`src/rtl/auxram_pkg.sv`:
```
package auxram_pkg;

  typedef enum logic {
    ACC_RI8   = 1'b0,
    ACC_PTR16 = 1'b1
  } acc_kind_e;

  // Steering rule: indirect accesses always hit when enabled; pointer
  // accesses hit only inside the low page.
  function automatic logic route_internal(acc_kind_e kind, logic hi_zero, logic en);
    return en && ((kind == ACC_RI8) || hi_zero);
  endfunction

endpackage

```
`src/rtl/auxram_decode.sv`:
```
module auxram_decode
  import auxram_pkg::*;
#(
  parameter int ADDR_W = 16,
  parameter int AUX_AW = 8,
  parameter int CTL_W  = 8,
  parameter int EN_BIT = 4
) (
  input  logic              clk,
  input  logic              rst_n,
  input  logic [CTL_W-1:0]  chip_ctl,
  input  logic              acc_ptr16,
  input  logic [ADDR_W-1:0] acc_addr,
  output logic              en_q,
  output logic              hit
);

  localparam int HI_W = ADDR_W - AUX_AW;

  logic      hi_zero;
  acc_kind_e kind;

  always_ff @(posedge clk) begin
    if (!rst_n) en_q <= 1'b0;
    else        en_q <= chip_ctl[EN_BIT];
  end

  assign kind    = acc_kind_e'(acc_ptr16);
  assign hi_zero = (acc_addr[ADDR_W-1:AUX_AW] == HI_W'(0));
  assign hit     = route_internal(kind, hi_zero, en_q);

endmodule

```
`src/rtl/auxram_store.sv`:
```
module auxram_store #(
  parameter int DATA_W = 8,
  parameter int AUX_AW = 8
) (
  input  logic              clk,
  input  logic              rst_n,
  input  logic              wr_en,
  input  logic              rd_en,
  input  logic [AUX_AW-1:0] idx,
  input  logic [DATA_W-1:0] wdata,
  output logic [DATA_W-1:0] rdata_q
);

  localparam int DEPTH = 1 << AUX_AW;

  logic [DATA_W-1:0] mem [DEPTH];

  always_ff @(posedge clk) begin
    if (wr_en) mem[idx] <= wdata;
  end

  always_ff @(posedge clk) begin
    if (!rst_n)     rdata_q <= '0;
    else if (rd_en) rdata_q <= mem[idx];
  end

endmodule

```
`src/rtl/auxram_extgate.sv`:
```
module auxram_extgate #(
  parameter int ADDR_W = 16,
  parameter int DATA_W = 8,
  parameter int AUX_AW = 8
) (
  input  logic              clk,
  input  logic              rst_n,
  input  logic              code_int,
  input  logic              rd_go,
  input  logic              wr_go,
  input  logic              hit,
  input  logic              acc_ptr16,
  input  logic [ADDR_W-1:0] acc_addr,
  input  logic [DATA_W-1:0] acc_wdata,
  output logic [ADDR_W-1:0] ext_addr,
  output logic [DATA_W-1:0] ext_wdata,
  output logic              ext_ale,
  output logic              ext_rd,
  output logic              ext_wr
);

  logic any_go;
  logic go_ext;
  logic hold_pins;

  assign any_go    = rd_go | wr_go;
  assign go_ext    = any_go & ~hit;
  assign hold_pins = hit & code_int;

  always_ff @(posedge clk) begin
    if (!rst_n) begin
      ext_addr  <= '0;
      ext_wdata <= '0;
      ext_ale   <= 1'b0;
      ext_rd    <= 1'b0;
      ext_wr    <= 1'b0;
    end else begin
      ext_ale <= go_ext;
      ext_rd  <= rd_go & ~hit;
      ext_wr  <= wr_go & ~hit;
      if (any_go && !hold_pins) ext_addr  <= acc_addr;
      if (wr_go && !hold_pins)  ext_wdata <= acc_wdata;
    end
  end

  AST_INT_PINS_HELD: assert property (@(posedge clk) disable iff (!rst_n)
    (any_go && hit && code_int) |=> ($stable(ext_addr) && $stable(ext_wdata)));

  AST_HIT_NO_STROBE: assert property (@(posedge clk) disable iff (!rst_n)
    (any_go && hit) |=> (!ext_ale && !ext_rd && !ext_wr));

  AST_HIGH_PAGE_EXT: assert property (@(posedge clk) disable iff (!rst_n)
    (any_go && acc_ptr16 && (acc_addr[ADDR_W-1:AUX_AW] != '0)) |=> ext_ale);

  AST_EXT_WRITE_DATA: assert property (@(posedge clk) disable iff (!rst_n)
    (wr_go && !hit) |=> (ext_wr && ext_wdata == $past(acc_wdata) && ext_addr == $past(acc_addr)));

endmodule

```
`src/rtl/auxram_rdret.sv`:
```
module auxram_rdret #(
  parameter int DATA_W = 8
) (
  input  logic              clk,
  input  logic              rst_n,
  input  logic              rd_go,
  input  logic              rd_hit,
  input  logic [DATA_W-1:0] int_rdata,
  input  logic [DATA_W-1:0] ext_rdata,
  output logic              core_rvalid,
  output logic [DATA_W-1:0] core_rdata
);

  logic pend_rd;
  logic pend_int;

  always_ff @(posedge clk) begin
    if (!rst_n) begin
      pend_rd     <= 1'b0;
      pend_int    <= 1'b0;
      core_rvalid <= 1'b0;
      core_rdata  <= '0;
    end else begin
      pend_rd     <= rd_go;
      pend_int    <= rd_hit;
      core_rvalid <= pend_rd;
      if (pend_rd) core_rdata <= pend_int ? int_rdata : ext_rdata;
    end
  end

  AST_READ_SLOT: assert property (@(posedge clk) disable iff (!rst_n)
    core_rvalid |-> $past(rd_go, 2));

  AST_READ_SLOT_FWD: assert property (@(posedge clk) disable iff (!rst_n)
    rd_go |=> !core_rvalid || $past(rd_go, 2));

endmodule

```
`src/rtl/auxram_router.sv`:
```
module auxram_router #(
  parameter int ADDR_W = 16,
  parameter int DATA_W = 8,
  parameter int AUX_AW = 8,
  parameter int CTL_W  = 8,
  parameter int EN_BIT = 4
) (
  input  logic              clk,
  input  logic              rst_n,
  input  logic [CTL_W-1:0]  chip_ctl,
  input  logic              code_int,
  input  logic              acc_ptr16,
  input  logic [ADDR_W-1:0] acc_addr,
  input  logic [DATA_W-1:0] acc_wdata,
  input  logic              acc_rd,
  input  logic              acc_wr,
  output logic [DATA_W-1:0] core_rdata,
  output logic              core_rvalid,
  output logic [ADDR_W-1:0] ext_addr,
  output logic [DATA_W-1:0] ext_wdata,
  output logic              ext_ale,
  output logic              ext_rd,
  output logic              ext_wr,
  input  logic [DATA_W-1:0] ext_rdata
);

  logic              en_q;
  logic              hit;
  logic              rd_go;
  logic              wr_go;
  logic [DATA_W-1:0] int_rdata;

  // A cycle carrying both strobes is taken as a write.
  assign wr_go = acc_wr;
  assign rd_go = acc_rd & ~acc_wr;

  auxram_decode #(
    .ADDR_W(ADDR_W), .AUX_AW(AUX_AW), .CTL_W(CTL_W), .EN_BIT(EN_BIT)
  ) u_decode (
    .clk(clk), .rst_n(rst_n), .chip_ctl(chip_ctl), .acc_ptr16(acc_ptr16),
    .acc_addr(acc_addr), .en_q(en_q), .hit(hit)
  );

  auxram_store #(.DATA_W(DATA_W), .AUX_AW(AUX_AW)) u_store (
    .clk(clk), .rst_n(rst_n), .wr_en(wr_go & hit), .rd_en(rd_go & hit),
    .idx(acc_addr[AUX_AW-1:0]), .wdata(acc_wdata), .rdata_q(int_rdata)
  );

  auxram_extgate #(.ADDR_W(ADDR_W), .DATA_W(DATA_W), .AUX_AW(AUX_AW)) u_extgate (
    .clk(clk), .rst_n(rst_n), .code_int(code_int), .rd_go(rd_go), .wr_go(wr_go),
    .hit(hit), .acc_ptr16(acc_ptr16), .acc_addr(acc_addr), .acc_wdata(acc_wdata),
    .ext_addr(ext_addr), .ext_wdata(ext_wdata), .ext_ale(ext_ale),
    .ext_rd(ext_rd), .ext_wr(ext_wr)
  );

  auxram_rdret #(.DATA_W(DATA_W)) u_rdret (
    .clk(clk), .rst_n(rst_n), .rd_go(rd_go), .rd_hit(rd_go & hit),
    .int_rdata(int_rdata), .ext_rdata(ext_rdata),
    .core_rvalid(core_rvalid), .core_rdata(core_rdata)
  );

  AST_DISABLED_EXT: assert property (@(posedge clk) disable iff (!rst_n)
    ((rd_go || wr_go) && !en_q) |=> ext_ale);

  AST_RI8_INTERNAL: assert property (@(posedge clk) disable iff (!rst_n)
    ((rd_go || wr_go) && en_q && !acc_ptr16) |=> !ext_ale);

endmodule

```
`config.mk`:
```
export PLATFORM = sky130hd
export DESIGN_NAME = auxram_router
export DESIGN_NICKNAME = d
export VERILOG_FILES = /design/src/rtl/auxram_pkg.sv /design/src/rtl/auxram_decode.sv /design/src/rtl/auxram_store.sv /design/src/rtl/auxram_extgate.sv /design/src/rtl/auxram_rdret.sv /design/src/rtl/auxram_router.sv
export SDC_FILE = /design/constraint.sdc
export NUM_CORES = 2
export LEC_CHECK = 0
export ABC_AREA = 1
export BUFFER_PORTS_ARGS = -buffer_cell sky130_fd_sc_hd__clkbuf_2
export CAP_MARGIN = 0
export CORE_MARGIN = 2
export CORE_UTILIZATION = 30
export CTS_BUF_LIST = sky130_fd_sc_hd__clkbuf_16
export CTS_CLUSTER_SIZE = 25
export DETAILED_ROUTE_END_ITERATION = 8
export PLACE_DENSITY = 0.41
export SYNTH_ARGS = -nofsm -noshare
export SYNTH_HDL_FRONTEND = slang
export SYNTH_SLANG_ARGS = --single-unit
```
`constraint.sdc`:
```
create_clock -name clk -period 3.8 [get_ports clk]
set_input_delay 0.19 -clock clk [delete_from_list [all_inputs] [get_ports clk]]
set_output_delay 0.19 -clock clk [all_outputs]
set_load 0.03 [all_outputs]
```
---- Word level (Yosys, flattened, before mapping) ----
Memories as Yosys holds them, arrays and structs flattened. A register that Yosys moved wholly into a read port is not among the register bits.
Cells that the tools add are included.
operators by class
  bitwise logic cells ..................... 11
  multiply operators ...................... 0
  div/mod/pow operators ................... 0
  reductions and logical operators ........ 7
  magnitude comparators ................... 0
  shift-type cells ........................ 0
  add/sub/neg operators ................... 0
  equality and inequality tests ........... 0
  multiplexer cells ....................... 3
operators by type and width
  cell               number
  $logic_not 8->1    1
  $mux 8             1
  $and 1x1->1        7
  $logic_and 1x1->1  3
  $not 1->1          3
  $logic_not 1->1    2
  $mux 1             2
  $logic_or 1x1->1   1
  $or 1x1->1         1
word-level totals
  bits in registers ....................... 39
  logic and storage cells ................. 32
  input port bits ......................... 46
  memory bits (writable) .................. 2,048
  ROM bits ................................ 0
  latch bits .............................. 0
  memories kept ........................... 1
  output and inout port bits .............. 36
memories
  name         depth  width  rd ports  clocked after Yosys merged registers in  write ports  line                text
  u_store.mem  256    8      1         1                                        1            auxram_store.sv:16  logic [DATA_W-1:0] mem [DEPTH];

---- Longest topological paths before layout ----
  word-level depth ........................ 6
  gate-level depth with buffers ........... 18
  gate-level depth less buffers ........... 15

---- Modules after synthesis ----
From an unflattened synthesis, not the netlist that was laid out.
second synthesis, totals
  cell total of the unflattened synthesis .. 8,081
  area, all modules ....................... 86,226.4 um2
modules (own cells, without submodules)
  module          area an instance (um2)  times used  seq. area each (um2)  cells each
  auxram_store    84,392.2                1           61,659.1              7,832
  auxram_extgate  1,197.4                 1           540.5                 151
  auxram_rdret    536.8                   1           220.2                 77
  auxram_decode   68.8                    1           20.0                  14
  auxram_router   31.3                    1           0.0                   7

---- Worst setup path before layout ----
Ideal clock, no wire load.
  kind .................................... input-to-reg
  start ................................... input port acc_addr[0]
  end ..................................... memory u_store.mem[192][0], enable pin
  setup time .............................. 0.370 ns
  arrival time ............................ 1.872 ns
  data required time ...................... 3.430 ns
  path buffers ............................ 5
  cell stages on the path ................. 8
  slack ................................... 1.558 ns
  cells stage by stage .................... buf_4 > buf_6 > buf_2 > buf_2 > nor3_1 > nand2_1 > buf_2 > nor2_1
RTL lines
  what         line                 text
  from (decl)  auxram_router.sv:13  input logic [ADDR_W-1:0] acc_addr,
  to (decl)    auxram_store.sv:16
No word-level cell before the write port.

---- Worst setup path after layout ----
  start ................................... input port acc_addr[10]
  end ..................................... memory u_store.mem[175][7], enable pin
on the way
  cells in the longest elaborated chain, start to end .. 6
ends and longest elaborated chain
  what                          line                 text
  $logic_not 8->1               auxram_decode.sv:29  assign hi_zero = (acc_addr[ADDR_W-1:AUX_AW] == HI_W'(0));
  $logic_or 1x1->1              auxram_pkg.sv:11     return en && ((kind == ACC_RI8) || hi_zero);
  $logic_and 1x1->1             auxram_pkg.sv:11
  $and 1x1->1                   auxram_router.sv:45  .clk(clk), .rst_n(rst_n), .wr_en(wr_go & hit), .rd_en(rd_go & hit),
  $mux 1                        auxram_store.sv:19   if (wr_en) mem[idx] <= wdata;
  $mux 1 (not written as such)  auxram_store.sv:19
Every way passes these cells.

==> reports/results.ini <==
[yosys]
yosysMostFrequentCell = nand2_1
synth_nets = 7617
ys_seq_area_frac = 0.741
yosysTopAreaCell = edfxtp_1
async_flop_share = 0
synth_ff_type = edfxtp_1
synth_top_area_frac = 0.730
syn_avg_cell_area_um2 = 11.1
synth_edf_count = 2048
ys_types = 23
ys_ff_latch = 2095
syn_inst = 7571
syn_area_mm2 = 0.0843
yosys_warnings = 0
synthTopCellsByCount = 3,854 x nand2_1, 2,048 x edfxtp_1, 610 x nor2_1, 243 x buf_2, 138 x nand4_1
synthTopCellsByArea = edfxtp_1 73%, nand2_1 17%, nor2_1 2.7%, buf_2 1.4%, dfxtp_1 1.1%

[global_route]
grt_pass1_vias = 54346
grt_max_degree = 127
antenna_found_initial = 12
grt_first_pass_wirelength_um = 388000
overflow = 0
grt_usage = 0.186

[worst_setup_path]
r2r_start = u_decode.en_q
cp_max_fo = 8
reg2reg_depth = 9
path_class = in2reg
reg2reg_slack_ns = 0.76
worstReg2RegEnd = u_store.mem[175][7]
arrival_ns = 3.57
cp-start-kind = input pin
worstSetupEndpointType = flop
cp_data_required_time_ns = 4.30

[cts]
h-tree-depth = 4
postCtsSetupRepairBufs = 0
cts_resized = 0
cts_tree = yes
clock_sinks = 2095
clk_latency_ns = 0.89
cts_inserted_buffers = 228
path_clk_slew_ns = 0.06
clock_tree.buffer_depth = 3
clock-root-buffer = clkbuf_16

[sta]
worst_slew_pin_slew_ns = 1.09
finalHoldViolations = 0
setup_viol = 0
max-slew-margin-rel = 0.273
period_share = 0.810
final_max_slew_viol_count = 0
tns_ns = 0
period_needed_ns = 3.08
fmax_mhz = 325
rsz0062_at_grt = no
finClkSkew_ns = 0.0440

[place]
dpl_cell_area_mm2 = 0.0914
place_hpwl_um = 157000
port_buffers = 74
gp_congestion = 0.822

[run]
maxCapViolations = 0

[route]
viasPerCell = 4.64
wl_per_cell_um = 22.6
first_iter_violations = 4130
antenna_left = 0
drc = 0
via_count = 55025
drt-total-wl_um = 268000
first_pass_iters = 6

[status]
status = finished, final reports clean

[final_layout]
fin_nets = 7977
drive_gt1_frac = 0.0969
syn_to_final_growth_pct = 17.2
design_area_mm2 = 0.0988
post-route-util = 0.354

[floorplan]
core_area_mm2 = 0.279
die_area_mm2 = 0.285
io_pins = 82
placementRows = 194
die_h_um = 534
start_util = 0.302
fp.dieW_um = 534

[worst_hold_path]
holdPathStages = 4
hp-class = in2reg
hold_end = u_rdret.core_rdata[7]
min_from = ext_rdata[7]

[power]
ir_drop_mv = 0.543
leakage_nw = 37.2
pwr_density_cell_mw_per_mm2 = 495

-- power by group --
part	total, mW	switching (mW)	internal (mW)
clock network	20.7	9.16	11.5
logic	2.90	2.22	0.680
registers	25.4	0.0200	25.4
-- state kept, by name (all words and copies together), names as in the netlist --
register,count
u_decode.en_q,1
u_extgate.ext_addr,16
u_extgate.ext_ale,1
u_extgate.ext_rd,1
u_extgate.ext_wdata,8
u_extgate.ext_wr,1
u_rdret.core_rdata,8
u_rdret.core_rvalid,1
u_rdret.pend_int,1
u_rdret.pend_rd,1
u_store.mem,2048
u_store.rdata_q,8
-- stage by stage --
stage	hold slack [ns]	power, mW	std cells	setup slack, ns
after floorplan	0.288	27.3	7571	1.56
after global placement	0.400	28.8	11375	0.354
after detailed placement	0.395	28.8	11375	0.363
after CTS	0.0434	49.6	11844	0.717
after global routing	0.0800	50.6	11846	0.565
final	0.125	49.0	11847	0.723
-- cell usage in the layout, fill, tap and decap left out, drive strengths merged --
cell / count
nor3: 3
buf: 408
nand3: 121
a21oi: 127
o21ai: 175
clkbuf: 296
nand4: 138
clkinv: 96
a31oi: 8
diode: 3
clkinvlp: 3
a22oi: 10
edfxtp: 2048
nor2: 613
dfxtp: 47
nand2: 3854
inv: 115
bufinv: 8
dlygate4sd3: 50
-- kinds of logic after synthesis --
| group | after synthesis | synth area share |
|---|---|---|
| AND/OR/NAND/NOR | 4729 | 0.217 |
| flip-flops | 2095 | 0.741 |
| buffers and inverters | 427 | 0.0231 |
| AO/OA/AOI/OAI | 320 | 0.0194 |
-- worst max-delay path, stage by stage --
cell and delay [ns]:
dlygate4sd3_1 0.53, clkbuf_2 0.12, nor2_1 0.12, nand4_1 0.15, nand2_1 0.09, nand2_1 0.12, nor2_1 0.13, buf_4 0.16
inv_1 0.11, nor2_1 0.50, buf_4 0.25, nand2_2 0.05, buf_4 0.28, nor2_1 0.72
-- how the worst max path moves through the flow --
stage                                endpoint           from  slack, ns  depth (start not counted)
after floorplan           u_store.mem[192][0]    acc_addr[0]       1.56                          8
after global placement    u_store.mem[175][5]   acc_addr[15]       0.35                         13
after detailed placement  u_store.mem[175][5]    acc_addr[8]       0.36                         13
after CTS                 u_store.mem[175][7]  u_decode.en_q       0.72                          9
after global routing      u_store.mem[175][7]    acc_addr[8]       0.56                         14
final                     u_store.mem[175][7]   acc_addr[10]       0.72                         14
-- timing repair --
item / CTS / global route
endpoints found under the hold margin: 548 / 0
hold buffers: 50 / 0
endpoints found under the setup margin: 0 / 0
-- layout make-up --
cell class,instances,area (um2)
multi-input cells,5049,20000
repair buffers,522,4650
inverters,35,159
clock buffers,232,5810
clock inverters,187,1120
flip-flops and latches,2095,62400
well taps,3724,4660
fillers,27632,181000
diodes,3,7.51
-- metal layers --
layer | track usage | wire (um)
met1 | 0.262 | 127000
met2 | 0.298 | 123000
met3 | 0.0242 | 11300
met4 | 0.0524 | 7200
met5 | 0 | 9
Power figures use the tool's default switching activity.
